**config.mk**
```make
export PLATFORM = sky130hd
export DESIGN_NAME = muldiv_unit
export DESIGN_NICKNAME = d
export VERILOG_FILES = /design/src/rtl/muldiv_pkg.sv /design/src/rtl/muldiv_ctrl.sv /design/src/rtl/muldiv_dp.sv /design/src/rtl/muldiv_unit.sv
export SDC_FILE = /design/constraint.sdc
export NUM_CORES = 1
export LEC_CHECK = 0
export CORE_UTILIZATION = 50
export DETAILED_ROUTE_END_ITERATION = 10
export GPL_ROUTABILITY_DRIVEN = 1
export PLACE_DENSITY = 0.71
export SETUP_SLACK_MARGIN = 0.5
export SYNTH_ARGS = -nofsm -noshare
export SYNTH_HDL_FRONTEND = slang
export SYNTH_HIERARCHICAL = 1
export SYNTH_SLANG_ARGS = --single-unit
```
**constraint.sdc**
```tcl
create_clock -name clk -period 8.55 [get_ports clk]
set_input_delay 2.565 -clock clk [delete_from_list [all_inputs] [get_ports clk]]
set_output_delay 2.565 -clock clk [all_outputs]
set_load 0.005 [all_outputs]
```
**src/rtl/muldiv_pkg.sv**
```systemverilog
package muldiv_pkg;

  // Instruction group and subfield codes that select an operation.
  localparam logic [7:0] GRP_MUL = 8'o200;
  localparam logic [3:0] SUB_MUL = 4'o10;
  localparam logic [7:0] GRP_DIV = 8'o201;

  // Strobes from control to datapath.
  typedef struct packed {
    logic load;    // capture operands, set up magnitudes
    logic step;    // one radix-2 iteration
    logic finish;  // apply signs and write results
    logic divSel;  // operation kind at load: 1 = divide
  } mdStrobe_t;

  typedef enum logic [1:0] {
    ST_IDLE = 2'd0,
    ST_RUN  = 2'd1,
    ST_FIN  = 2'd2
  } mdState_t;

endpackage

```
**src/rtl/muldiv_ctrl.sv**
```systemverilog
module muldiv_ctrl
  import muldiv_pkg::*;
#(
  parameter int W = 16
) (
  input  logic       clk,
  input  logic       rstN,
  input  logic       start,
  input  logic [11:0] opHi,
  input  logic       preOvf,
  output mdStrobe_t  ctl,
  output logic       busy,
  output logic       done
);

  localparam int CW = $clog2(W) + 1;
  localparam logic [CW-1:0] LAST_STEP = CW'(W - 1);

  mdState_t state, stateNxt;
  logic [CW-1:0] stepCnt;
  logic doneQ;
  logic isMul, isDiv, accept;

  always_comb begin
    isMul  = (opHi[11:4] == GRP_MUL) && (opHi[3:0] == SUB_MUL);
    isDiv  = (opHi[11:4] == GRP_DIV);
    accept = start && (state == ST_IDLE) && (isMul || isDiv);
  end

  always_comb begin
    ctl.load   = accept;
    ctl.divSel = isDiv;
    ctl.step   = (state == ST_RUN);
    ctl.finish = (state == ST_FIN);
  end

  always_comb begin
    stateNxt = state;
    unique case (state)
      ST_IDLE: if (accept) stateNxt = (isDiv && preOvf) ? ST_FIN : ST_RUN;
      ST_RUN:  if (stepCnt == LAST_STEP) stateNxt = ST_FIN;
      ST_FIN:  stateNxt = ST_IDLE;
      default: stateNxt = ST_IDLE;
    endcase
  end

  always_ff @(posedge clk) begin
    if (!rstN) begin
      state   <= ST_IDLE;
      stepCnt <= '0;
      doneQ   <= 1'b0;
    end else begin
      state <= stateNxt;
      doneQ <= (state == ST_FIN);
      if (accept) stepCnt <= '0;
      else if (state == ST_RUN) stepCnt <= stepCnt + 1'b1;
    end
  end

  assign busy = (state != ST_IDLE);
  assign done = doneQ;


  done_pulse_chk: assert property (@(posedge clk) disable iff (!rstN)
    done |=> !done);


  busy_end_chk: assert property (@(posedge clk) disable iff (!rstN)
    $fell(busy) |-> done);


  step_bound_chk: assert property (@(posedge clk) disable iff (!rstN)
    (state == ST_RUN) |-> (stepCnt <= LAST_STEP));


  busy_origin_chk: assert property (@(posedge clk) disable iff (!rstN)
    $rose(busy) |-> $past(start));

endmodule

```
**src/rtl/muldiv_dp.sv**
```systemverilog
module muldiv_dp
  import muldiv_pkg::*;
#(
  parameter int W = 16
) (
  input  logic         clk,
  input  logic         rstN,
  input  mdStrobe_t    ctl,
  input  logic [W-1:0] aIn,
  input  logic [W-1:0] bIn,
  input  logic [W-1:0] opnd,
  output logic         preOvf,
  output logic [W-1:0] aOut,
  output logic [W-1:0] bOut,
  output logic         ovf
);

  localparam int DW = 2 * W;

  // Shared work register: multiply = {carry, partial, multiplier},
  // divide = {unused, remainder, quotient-in-progress}.
  logic [DW:0]   work;
  logic [W-1:0]  mag;
  logic          divR, negRes, remNeg, preOvfR;
  logic [W-1:0]  aSave, bSave;

  // Input magnitudes, used at load.
  logic          aNeg, dNeg, vNeg;
  logic [W-1:0]  aMag, vMag;
  logic [DW-1:0] dMag;

  always_comb begin
    aNeg   = aIn[W-1];
    dNeg   = bIn[W-1];
    vNeg   = opnd[W-1];
    aMag   = aNeg ? (~aIn + 1'b1) : aIn;
    vMag   = vNeg ? (~opnd + 1'b1) : opnd;
    dMag   = dNeg ? (~{bIn, aIn} + 1'b1) : {bIn, aIn};
    preOvf = (dMag[DW-1:W] >= vMag);
  end

  // One iteration of each algorithm.
  logic [W:0]    mulSum;
  logic [W:0]    trial, diff;
  logic          fits;
  logic [W-1:0]  newRem;

  always_comb begin
    mulSum = work[DW:W] + (work[0] ? {1'b0, mag} : {(W+1){1'b0}});
    trial  = work[DW-1:W-1];
    diff   = trial - {1'b0, mag};
    fits   = (trial >= {1'b0, mag});
    newRem = fits ? diff[W-1:0] : trial[W-1:0];
  end

  // Sign fix-up for the finishing cycle.
  logic [DW-1:0] prodVal;
  logic [W-1:0]  qMag, rMag, qVal, rVal;
  logic          qNz, postOvf;

  always_comb begin
    prodVal = negRes ? (~work[DW-1:0] + 1'b1) : work[DW-1:0];
    qMag    = work[W-1:0];
    rMag    = work[DW-1:W];
    qNz     = |qMag;
    qVal    = (qNz && negRes) ? (~qMag + 1'b1) : qMag;
    postOvf = qNz && (qVal[W-1] != negRes);
    rVal    = remNeg ? (~rMag + 1'b1) : rMag;
  end

  always_ff @(posedge clk) begin
    if (!rstN) begin
      work    <= '0;
      mag     <= '0;
      divR    <= 1'b0;
      negRes  <= 1'b0;
      remNeg  <= 1'b0;
      preOvfR <= 1'b0;
      aSave   <= '0;
      bSave   <= '0;
      aOut    <= '0;
      bOut    <= '0;
      ovf     <= 1'b0;
    end else begin
      if (ctl.load) begin
        aSave   <= aIn;
        bSave   <= bIn;
        divR    <= ctl.divSel;
        preOvfR <= preOvf;
        remNeg  <= dNeg;
        if (ctl.divSel) begin
          work   <= {1'b0, dMag};
          mag    <= vMag;
          negRes <= dNeg ^ vNeg;
        end else begin
          work   <= {{(W+1){1'b0}}, vMag};
          mag    <= aMag;
          negRes <= aNeg ^ vNeg;
        end
      end else if (ctl.step) begin
        if (divR) work <= {1'b0, newRem, work[W-2:0], fits};
        else      work <= {1'b0, mulSum, work[W-1:1]};
      end

      if (ctl.finish) begin
        if (!divR) begin
          aOut <= prodVal[W-1:0];
          bOut <= prodVal[DW-1:W];
          ovf  <= 1'b0;
        end else if (preOvfR) begin
          aOut <= aSave;
          bOut <= bSave;
          ovf  <= 1'b1;
        end else begin
          aOut <= qVal;
          bOut <= rVal;
          ovf  <= postOvf;
        end
      end
    end
  end


  mul_ovf_clear_chk: assert property (@(posedge clk) disable iff (!rstN)
    (ctl.finish && !divR) |=> !ovf);


  pre_ovf_hold_chk: assert property (@(posedge clk) disable iff (!rstN)
    (ctl.finish && divR && preOvfR) |=> (ovf && aOut == $past(aSave) && bOut == $past(bSave)));


  rem_sign_chk: assert property (@(posedge clk) disable iff (!rstN)
    (ctl.finish && divR && !preOvfR) |=> (bOut == '0 || bOut[W-1] == $past(remNeg)));


  quot_ovf_nz_chk: assert property (@(posedge clk) disable iff (!rstN)
    (ctl.finish && divR && !preOvfR) |=> (!ovf || aOut != '0));

endmodule

```
**src/rtl/muldiv_unit.sv**
```systemverilog
module muldiv_unit
  import muldiv_pkg::*;
#(
  parameter int W = 16
) (
  input  logic         clk,
  input  logic         rstN,
  input  logic         start,
  input  logic [11:0]  opHi,
  input  logic [W-1:0] aIn,
  input  logic [W-1:0] bIn,
  input  logic [W-1:0] opnd,
  output logic         busy,
  output logic         done,
  output logic [W-1:0] aOut,
  output logic [W-1:0] bOut,
  output logic         ovf
);

  mdStrobe_t ctl;
  logic      preOvf;

  muldiv_ctrl #(.W(W)) uCtrl (
    .clk    (clk),
    .rstN   (rstN),
    .start  (start),
    .opHi   (opHi),
    .preOvf (preOvf),
    .ctl    (ctl),
    .busy   (busy),
    .done   (done)
  );

  muldiv_dp #(.W(W)) uDp (
    .clk    (clk),
    .rstN   (rstN),
    .ctl    (ctl),
    .aIn    (aIn),
    .bIn    (bIn),
    .opnd   (opnd),
    .preOvf (preOvf),
    .aOut   (aOut),
    .bOut   (bOut),
    .ovf    (ovf)
  );

endmodule

```
==> impl_metrics.py, run 1 <==
metrics = {
    "global_routing": {
        "grt_overflow_total": 0,
        "first_global_vias": 9460,
        "track_usage_pct": 31.3,
        "grt_antenna_before_repair": 0,
        "grt_max_degree": 63,
        "grt_pass1_wl_um": 52000,
    },
    "power_and_ir_drop": {
        "ir_drop_uv": 117,
        "p_leak_nw": 4.29,
        "powerDensity_mw_per_mm2": 120,
    },
    "route": {
        "ant_nets": 0,
        "first_iter_violations": 945,
        "wl_per_cell_um": 20.0,
        "drc": 0,
        "first_pass_iters": 7,
        "vias": 10600,
        "routed_via_density": 6.25,
        "wl_um": 34000,
    },
    "finish": {
        "num-nets-final": 1536,
        "final_cell_mix": "nor2_1 (162), o21ai_0 (124), dfxtp_1 (123), nand2_1 (117), clkdlybuf4s50_1 (97)",
        "n_antenna_cell": 0,
        "finish.utilization_pct": 58.9,
        "syn_to_final_growth_pct": 15.1,
        "mostFrequentLayoutCell": "nor2_1",
        "drive_gt1_share_pct": 5.74,
    },
    "die": {
        "rows": 52,
        "coreArea_mm2": 0.0202,
        "start_util_pct": 51.1,
        "fp.dieArea_mm2": 0.0213,
        "ios": 98,
        "die_w_um": 146,
        "die_h_um": 146,
    },
    "yosys": {
        "syn_inst": 1380,
        "synth_flop_cell": "dfxtp_1",
        "synth_cell_types": 83,
        "ys_top_cells_by_area": "dfxtp_1 (24%), mux2i_1 (7.3%), ha_1 (6.7%)",
        "postSynthAreaPerCell_um2": 7.49,
        "synth-edff-count": 0,
        "netlist.area_leader.share_pct": 24.0,
        "yosys_warnings": 6,
        "yosysSeqAreaShare_pct": 24.0,
        "yosysTopAreaCell": "dfxtp_1",
        "syn-num-nets": 1500,
        "ys_ff_latch": 124,
        "synthArstFlopShare_pct": 0,
        "synth.cell_area_mm2": 0.0103,
    },
    "sta": {
        "max_freq_ghz": 0.147,
        "fin_crit_sh_pct": 79.6,
        "relSlewSlack_pct": 35.5,
        "min_period_ns": 6.80,
        "tns_ns": 0,
        "fin_skew_ns": 0.0128,
        "tightest_slew_ns": 0.958,
        "rsz0062_at_grt": "false",
        "setup_viol": 0,
        "holdWs_ns": 0.439,
        "hold_violations": 0,
        "final-max-slew-violation-count": 0,
    },
    "place": {
        "numPortBuffers": 97,
        "gp_routability_congestion": 0.981,
        "place_hpwl_um": 24900,
    },
    "clocking": {
        "hold_buffers": 0,
        "cts.htree.levels": 4,
        "clockBufferDepth": 2,
        "clock_sinks": 124,
        "clkTransAtPathRegs_ns": 0.06,
        "cts_resized": 0,
        "cts-root-buf": "clkbuf_16",
        "cts_made_buffers": 17,
        "cts_tree": "yes",
        "postCtsSetupBuffers": 0,
        "clock_latency_ns": 0.43,
    },
    "flow_run": {
        "max_cap_viol_count": 0,
    },
    "critical_path": {
        "cp_data_arrival_time_ns": 7.14,
        "worstSetupPathType": "primary input to flop",
        "critPathLaunchType": "primary input",
        "r2r_slack_ns": 4.93,
        "worstPathRequired_ns": 8.89,
        "path_max_fanout": 6,
        "critPathCaptureType": "flop",
    },
    "outcome": {
        "status": "complete, no violations",
    },
    "hold_path": {
        "hold_path_class": "flop to flop",
    },
}
-- cell families after synthesis --
| kind of cell | count (synthesis) | share of synthesized area (%) |
|---|---|---|
| AO/OA/AOI/OAI | 383 | 24.1 |
| XOR/XNOR | 109 | 9.23 |
| adder cells (fa/ha/maj) | 57 | 7.04 |
| buffers and inverters | 157 | 6.05 |
| flip-flops | 124 | 24.0 |
| multiplexers | 77 | 7.48 |
| AND/OR/NAND/NOR | 473 | 22.1 |
-- stage by stage --
step | std cells | setup WS [ns] | area, um2 | total power (W)
floorplan | 1380 | 2.36 | 10300 | 0.000696
global placement | 1667 | 1.62 | 11400 | 0.000774
detailed placement | 1667 | 1.49 | 11400 | 0.000776
CTS | 1699 | 1.91 | 11900 | 0.00143
global route | 1699 | 1.48 | 11900 | 0.00147
finish | 1699 | 1.75 | 11900 | 0.00142
-- critical path, stage by stage --
cell,delay (ns)
clkdlybuf4s50_1,0.52
nor4_1,0.87
nand2_1,0.34
or3_1,0.52
o41ai_1,0.40
xnor2_1,0.22
ha_1,0.30
a21o_1,0.19
a21o_1,0.17
a21o_1,0.19
a41oi_1,0.17
nor2_1,0.08
nand2_1,0.09
o21ai_0,0.16
nor2b_1,0.15
a211oi_1,0.06
nor3_1,0.16
-- synth_stat cells, drive strengths merged, types with 25 or more instances --
library cell  instances
ha                   55
o21ai               124
a211oi               31
nand3                31
clkbuf               76
xnor2                61
nor3                 25
nand2               117
inv                  62
xor2                 48
nor2                162
a21oi                72
dfxtp               124
mux2i                75
-- cell type report --
| cell class | instances | area (um2) |
|---|---|---|
| Sequential cell | 124 | 2480 |
| Tap cell | 270 | 338 |
| Clock inverter | 14 | 98.8 |
| Inverter | 62 | 233 |
| Fill cell | 1923 | 8330 |
| Multi-Input combinational cell | 1099 | 7240 |
| Timing Repair Buffer | 112 | 1080 |
| Clock buffer | 18 | 429 |
-- path summary, 6_finish.rpt --
| path | from | to | cells past startpoint |
|---|---|---|---|
| setup / recovery | aIn[3] | uCtrl/state[0] | 17 |
| hold / removal | uDp/bOut[15] | uDp/bOut[15] | 2 |
| hold reg to reg | uDp/bOut[15] | uDp/bOut[15] | 2 |
| setup reg to reg | uDp/work[21] | uDp/work[19] | 8 |
-- metal layers --
metal / track usage [%] / up-vias / wire length [um]
met3: 6.43 / 97 / 2860
met5: 0 / - / 0
li1: - / 5032 / -
met4: 12.5 / 0 / 1260
met2: 50.7 / 488 / 15500
met1: 40.5 / 5000 / 14400
-- report_power, final --
part	total [W]	internal (W)	switching (W)
clock	0.000656	0.000369	0.000286
sequential	0.000580	0.000579	0.00000136
combinational	0.000189	0.0000763	0.000113
-- sequential cells by signal, indices dropped and copies added, names as in the netlist --
| name | cells |
|---|---|
| uCtrl/state | 2 |
| uDp/bSave | 15 |
| uDp/divR | 1 |
| uDp/remNeg | 1 |
| uCtrl/stepCnt | 5 |
| uDp/aSave | 16 |
| uDp/negRes | 1 |
| uDp/work | 32 |
| uDp/bOut | 16 |
| uDp/preOvfR | 1 |
| uDp/ovf | 1 |
| uCtrl/done | 1 |
| uDp/mag | 16 |
| uDp/aOut | 16 |
No activity file was read; power rests on OpenSTA's default activity.
==> run 2: changes to the inputs <==
Settings changed: PLACE_DENSITY 0.71 to 0.74.
Clock period 8.55 ns to 5.8 ns, I/O delays scaled along.
==> impl_metrics.py, run 2 (synthesized netlist as in run 1, its figures left out) <==
metrics = {
    "outcome": {
        "status": "complete, no violations",
    },
    "finish": {
        "num-nets-final": 1569,
        "largest_register_ffs": 32,
        "mostFrequentLayoutCell": "nor2_1",
        "drive_gt1_share_pct": 8.89,
        "syn_to_final_growth_pct": 19.2,
        "final_cell_mix": "nor2_1 (162), dfxtp_1 (123), o21ai_0 (122), nand2_1 (117), clkdlybuf4s50_1 (93)",
        "finish.utilization_pct": 60.9,
        "regMostFlops": "uDp/work",
        "n_antenna_cell": 0,
        "final_area_mm2": 0.0123,
    },
    "sta": {
        "fin_crit_sh_pct": 88.8,
        "setup_viol": 0,
        "final-max-slew-violation-count": 0,
        "relSlewSlack_pct": 41.2,
        "min_period_ns": 5.15,
        "hold_violations": 0,
        "tightest_slew_ns": 0.878,
        "max_freq_ghz": 0.194,
        "rsz0062_at_grt": "false",
        "fin_skew_ns": 0.0112,
        "holdWs_ns": 0.442,
        "worst_slack_ns": 0.647,
    },
    "route": {
        "wl_um": 35800,
        "vias": 10900,
        "routed_via_density": 6.27,
        "first_iter_violations": 980,
        "first_pass_iters": 5,
        "ant_nets": 0,
        "drc": 0,
        "wl_per_cell_um": 20.7,
    },
    "die": {
        "rows": 52,
        "ios": 98,
        "fp.dieArea_mm2": 0.0213,
        "die_w_um": 146,
        "die_h_um": 146,
        "start_util_pct": 51.1,
        "coreArea_mm2": 0.0202,
    },
    "critical_path": {
        "cp_data_arrival_time_ns": 5.51,
        "cpMaxStageDelayCell": "or4_4",
        "worstPathCellList": "dlygate4sd2_1 > or4_4 > or4_4 > buf_6 > or3_4 > o31a_1 > xor2_2 > ha_2 > a21o_1 > a21o_1 > a21o_1 > nor3_2 > o211ai_1 > nand2_1 > o21ai_2 > nor2b_1 > a211oi_1 > nor3_1",
        "rr_worst_depth": 8,
        "worstSetupPathType": "primary input to flop",
        "critPathCaptureType": "flop",
        "critPathBufInv": 2,
        "rr_endpoint": "uDp/work[16]",
        "critPathLaunchType": "primary input",
        "r2r_slack_ns": 2.16,
        "worstPathRequired_ns": 6.15,
        "path_max_fanout": 6,
        "rr_startpoint": "uDp/work[22]",
        "critical_path.top_delay_family": "simple AND/OR/NAND/NOR gates",
        "path_common_cell": "a21o_1",
        "max_stage_delay_ns": 0.54,
    },
    "place": {
        "numPortBuffers": 97,
        "place_hpwl_um": 26300,
        "gp_routability_congestion": 0.977,
        "postPlaceCellArea_mm2": 0.0116,
        "preCtsSetupSlack_ns": -0.133,
    },
    "hold_path": {
        "min-delay-start": "uDp/bOut[15]",
        "hold-path-endpoint": "uDp/bOut[15]",
        "hold_path_class": "flop to flop",
        "hold_depth": 2,
    },
    "power_and_ir_drop": {
        "powerDensity_mw_per_mm2": 180,
        "p_leak_nw": 4.54,
        "ir_drop_uv": 207,
        "p_total_w": 0.00222,
    },
    "clocking": {
        "cts-root-buf": "clkbuf_16",
        "clkTransAtPathRegs_ns": 0.06,
        "clock_sinks": 124,
        "clock_latency_ns": 0.43,
        "cts_made_buffers": 17,
        "cts_tree": "yes",
        "hold_buffers": 0,
        "cts.htree.levels": 4,
        "clockBufferDepth": 2,
    },
    "global_routing": {
        "grt_pass1_wl_um": 55800,
        "grt_max_degree": 70,
        "grt_overflow_total": 0,
        "track_usage_pct": 33.5,
        "first_global_vias": 10000,
        "grt_antenna_before_repair": 1,
    },
    "flow_run": {
        "max_cap_viol_count": 0,
    },
}
[run 2: how the worst max path moves through the flow]
| stage | startpoint | end | slack [ns] | cells past startpoint |
|---|---|---|---|---|
| 2_1_floorplan | aIn[11] | uCtrl/state[0] | 0.51 | 18 |
| 3_3_place_gp | aIn[12] | uCtrl/state[0] | -0.08 | 17 |
| 3_5_place_dp | aIn[12] | uCtrl/state[0] | -0.13 | 17 |
| 4_1_cts | bIn[0] | uCtrl/state[0] | 0.53 | 18 |
| 5_1_grt | opnd[4] | uCtrl/state[0] | 0.52 | 17 |
| 6_report | aIn[12] | uCtrl/state[0] | 0.65 | 18 |
[run 2: what timing repair did]
| item | CTS | global route |
|---|---|---|
| endpoints found under the setup margin | 3 | 3 |
| pin swaps | 6 | 8 |
| buffers inserted | 3 | 1 |
| resized for setup | 5 | 13 |
[run 2: worst min-delay path: stages (launching register included)]
cell and delay (ns):
dfxtp_1 0.31, nand2_1 0.05, nand2_1 0.04
[run 2: final cells by class]
class,count,area [um2]
clock inverter,15,145
multi-input combinational,1099,7330
sequential,124,2480
timing repair buffer,145,1370
tap,270,338
fill,1915,7910
inverter,62,233
clock buffer,17,425
[run 2: per-layer routing]
layer,track usage (%),wire [um]
met1,43.8,15100
met2,54.7,16600
met3,5.42,2690
met4,14.2,1380
met5,0,0
[run 2: power by group]
| part | total, W | leakage (nW) | switching, W | internal, W |
|---|---|---|---|---|
| clock | 0.00105 | 0.272 | 0.000479 | 0.000569 |
| sequential | 0.000854 | 0.999 | 0.00000199 | 0.000852 |
| combinational | 0.000313 | 3.27 | 0.000179 | 0.000134 |
[run 2: stage by stage]
step | cells | setup TNS, ns
floorplan | 1380 | 0
global placement | 1696 | -0.0821
detailed placement | 1696 | -0.139
CTS | 1731 | 0
global route | 1732 | 0
finish | 1732 | 0
==> run 3: changes to the inputs <==
Settings changed: REMOVE_ABC_BUFFERS set to 1.
==> impl_metrics.py, run 3 (synthesized netlist as in run 1, its figures left out) <==
metrics = {
    "finish": {
        "fin_cells": 1737,
        "regMostFlops": "uDp/work",
        "final_area_mm2": 0.0124,
        "num-nets-final": 1573,
        "drive_gt1_share_pct": 9.07,
        "n_fill_cell": 1839,
        "largest_register_ffs": 32,
        "mostFrequentLayoutCell": "nor2_1",
        "syn_to_final_growth_pct": 19.6,
        "final_cell_mix": "nor2_1 (162), dfxtp_1 (123), o21ai_0 (122), nand2_1 (116), clkdlybuf4s50_1 (93)",
    },
    "die": {
        "die_w_um": 146,
        "start_util_pct": 51.1,
        "rows": 52,
        "ios": 98,
        "die_h_um": 146,
        "fp.dieArea_mm2": 0.0213,
        "coreArea_mm2": 0.0202,
    },
    "critical_path": {
        "critPathCaptureType": "flop",
        "max_stage_delay_ns": 0.53,
        "cpMaxStageDelayCell": "or4_4",
        "worstPathCellList": "dlygate4sd2_1 > or4_4 > or4_4 > buf_6 > or3_4 > o31a_1 > xor2_2 > ha_2 > a21o_1 > a21o_1 > a21o_1 > nor3_2 > o211ai_1 > nand2_2 > o21ai_2 > nor2b_1 > a211oi_1 > nor3_1",
        "critical_path.top_delay_family": "simple AND/OR/NAND/NOR gates",
        "cp_data_arrival_time_ns": 5.50,
        "critPathLaunchType": "primary input",
        "path_max_fanout": 4,
        "worstSetupPathType": "primary input to flop",
        "worstPathRequired_ns": 6.15,
        "path_common_cell": "a21o_1",
        "critPathBufInv": 2,
    },
    "route": {
        "vias": 10800,
        "ant_nets": 0,
        "wl_um": 34700,
        "first_pass_iters": 6,
        "wl_per_cell_um": 20.0,
        "drc": 0,
        "first_iter_violations": 1110,
        "routed_via_density": 6.21,
    },
    "global_routing": {
        "grt_max_degree": 60,
        "grt_pass1_wl_um": 54400,
        "grt_antenna_before_repair": 1,
        "grt_overflow_total": 0,
        "first_global_vias": 10000,
        "track_usage_pct": 32.6,
    },
    "power_and_ir_drop": {
        "switchingPower_w": 0.000599,
        "swShare_pct": 26.1,
        "p_leak_nw": 4.53,
        "powerDensity_mw_per_mm2": 186,
        "p_total_w": 0.00230,
        "p_int_w": 0.00170,
        "p_clk_share_pct": 49.5,
        "pwr-share-seq_pct": 37.2,
        "ir_drop_uv": 199,
        "combPwrFrac_pct": 13.3,
    },
    "clocking": {
        "clock_latency_ns": 0.43,
        "clockBufferDepth": 2,
        "cts.htree.levels": 4,
        "cts_tree": "yes",
        "cts-root-buf": "clkbuf_16",
        "clkTransAtPathRegs_ns": 0.06,
        "clock_sinks": 124,
        "cts_made_buffers": 17,
    },
    "place": {
        "post-place-cells": 1700,
        "place_hpwl_um": 25600,
        "preCtsSetupSlack_ns": -0.339,
        "numPortBuffers": 97,
        "postPlaceCellArea_mm2": 0.0116,
        "gp_routability_congestion": 0.994,
    },
    "sta": {
        "max_freq_ghz": 0.194,
        "worst_slack_ns": 0.647,
        "final-max-slew-violation-count": 0,
        "hold_violations": 0,
        "min_period_ns": 5.15,
        "holdWs_ns": 0.445,
        "fin_crit_sh_pct": 88.9,
        "relSlewSlack_pct": 30.0,
        "fin_skew_ns": 0.00998,
        "setup_viol": 0,
        "rsz0062_at_grt": "false",
        "tightest_slew_ns": 1.04,
    },
    "outcome": {
        "status": "complete, no violations",
    },
    "hold_path": {
        "hold_path_class": "flop to flop",
    },
    "flow_run": {
        "max_cap_viol_count": 0,
    },
}
-- run 3: cell types whose count changed in the layout (fill, tap and decap cells not counted), moves of 2 or more --
cell / before / now
bufinv_16: 0 / 3
buf_4: 45 / 50
inv_8: 4 / 0
dlymetal6s2s_1: 3 / 0
clkbuf_8: 0 / 3
dlygate4sd2_1: 1 / 3
inv_6: 5 / 3
-- run 3: power groups by stage --
stage / Clock [W] / Combinational [W] / Sequential, W
2_1_floorplan: 0 / 0.000139 / 0.000873
3_3_place_gp: 0 / 0.000283 / 0.000873
3_5_place_dp: 0 / 0.000286 / 0.000873
4_1_cts: 0.00115 / 0.000295 / 0.000855
5_1_grt: 0.00119 / 0.000328 / 0.000854
6_report: 0.00114 / 0.000305 / 0.000855
-- run 3: worst reg2reg max path: stages (launching register included) --
cell and delay, ns:
dfxtp_1 0.57, ha_1 0.35, a211oi_1 0.23, nor2_1 0.14, o31ai_1 0.72, nand4_1 0.59, nand2_1 0.53, o211ai_1 0.19
a32o_1 0.24
-- run 3: worst paths after layout --
kind | from | endpoint | slack (ns) | cells past startpoint
min | uDp/bOut[15] | uDp/bOut[15] | 0.45 | 2
min reg2reg | uDp/bOut[15] | uDp/bOut[15] | 0.45 | 2
max | aIn[12] | uCtrl/state[0] | 0.65 | 18
max reg2reg | uDp/work[21] | uDp/work[20] | 2.14 | 8
-- run 3: metrics by stage --
| step | TNS, ns | utilization (%) |
|---|---|---|
| after floorplan | 0 | - |
| after global placement | -0.369 | 57.5 |
| after detailed placement | -0.585 | 57.5 |
| after CTS | 0 | 61.0 |
| after global routing | 0 | 61.1 |
| final | 0 | 61.1 |
-- run 3: timing repair --
action	in CTS	in global routing
resized for setup	16	6
hold buffers	0	0
setup buffers	3	1
endpoints found under the setup margin	2	3
pin swaps	13	6
-- run 3: per-layer routing --
| layer | wire (um) | GRT usage, % |
|---|---|---|
| met4 | 1420 | 14.5 |
| met5 | 0 | 0 |
| met1 | 14800 | 42.5 |
| met2 | 15900 | 52.8 |
| met3 | 2600 | 5.45 |
-- run 3: layout make-up --
cell class / instances / area [um2] / share of cell area [%]
clock buffers: 20 / 467 / 3.77
well taps: 270 / 338 / 2.73
flip-flops and latches: 124 / 2480 / 20.1
repair buffers: 149 / 1370 / 11.1
inverters: 62 / 233 / 1.88
clock inverters: 12 / 160 / 1.30
diodes: 1 / 2.50 / 0.0202
multi-input cells: 1099 / 7310 / 59.1
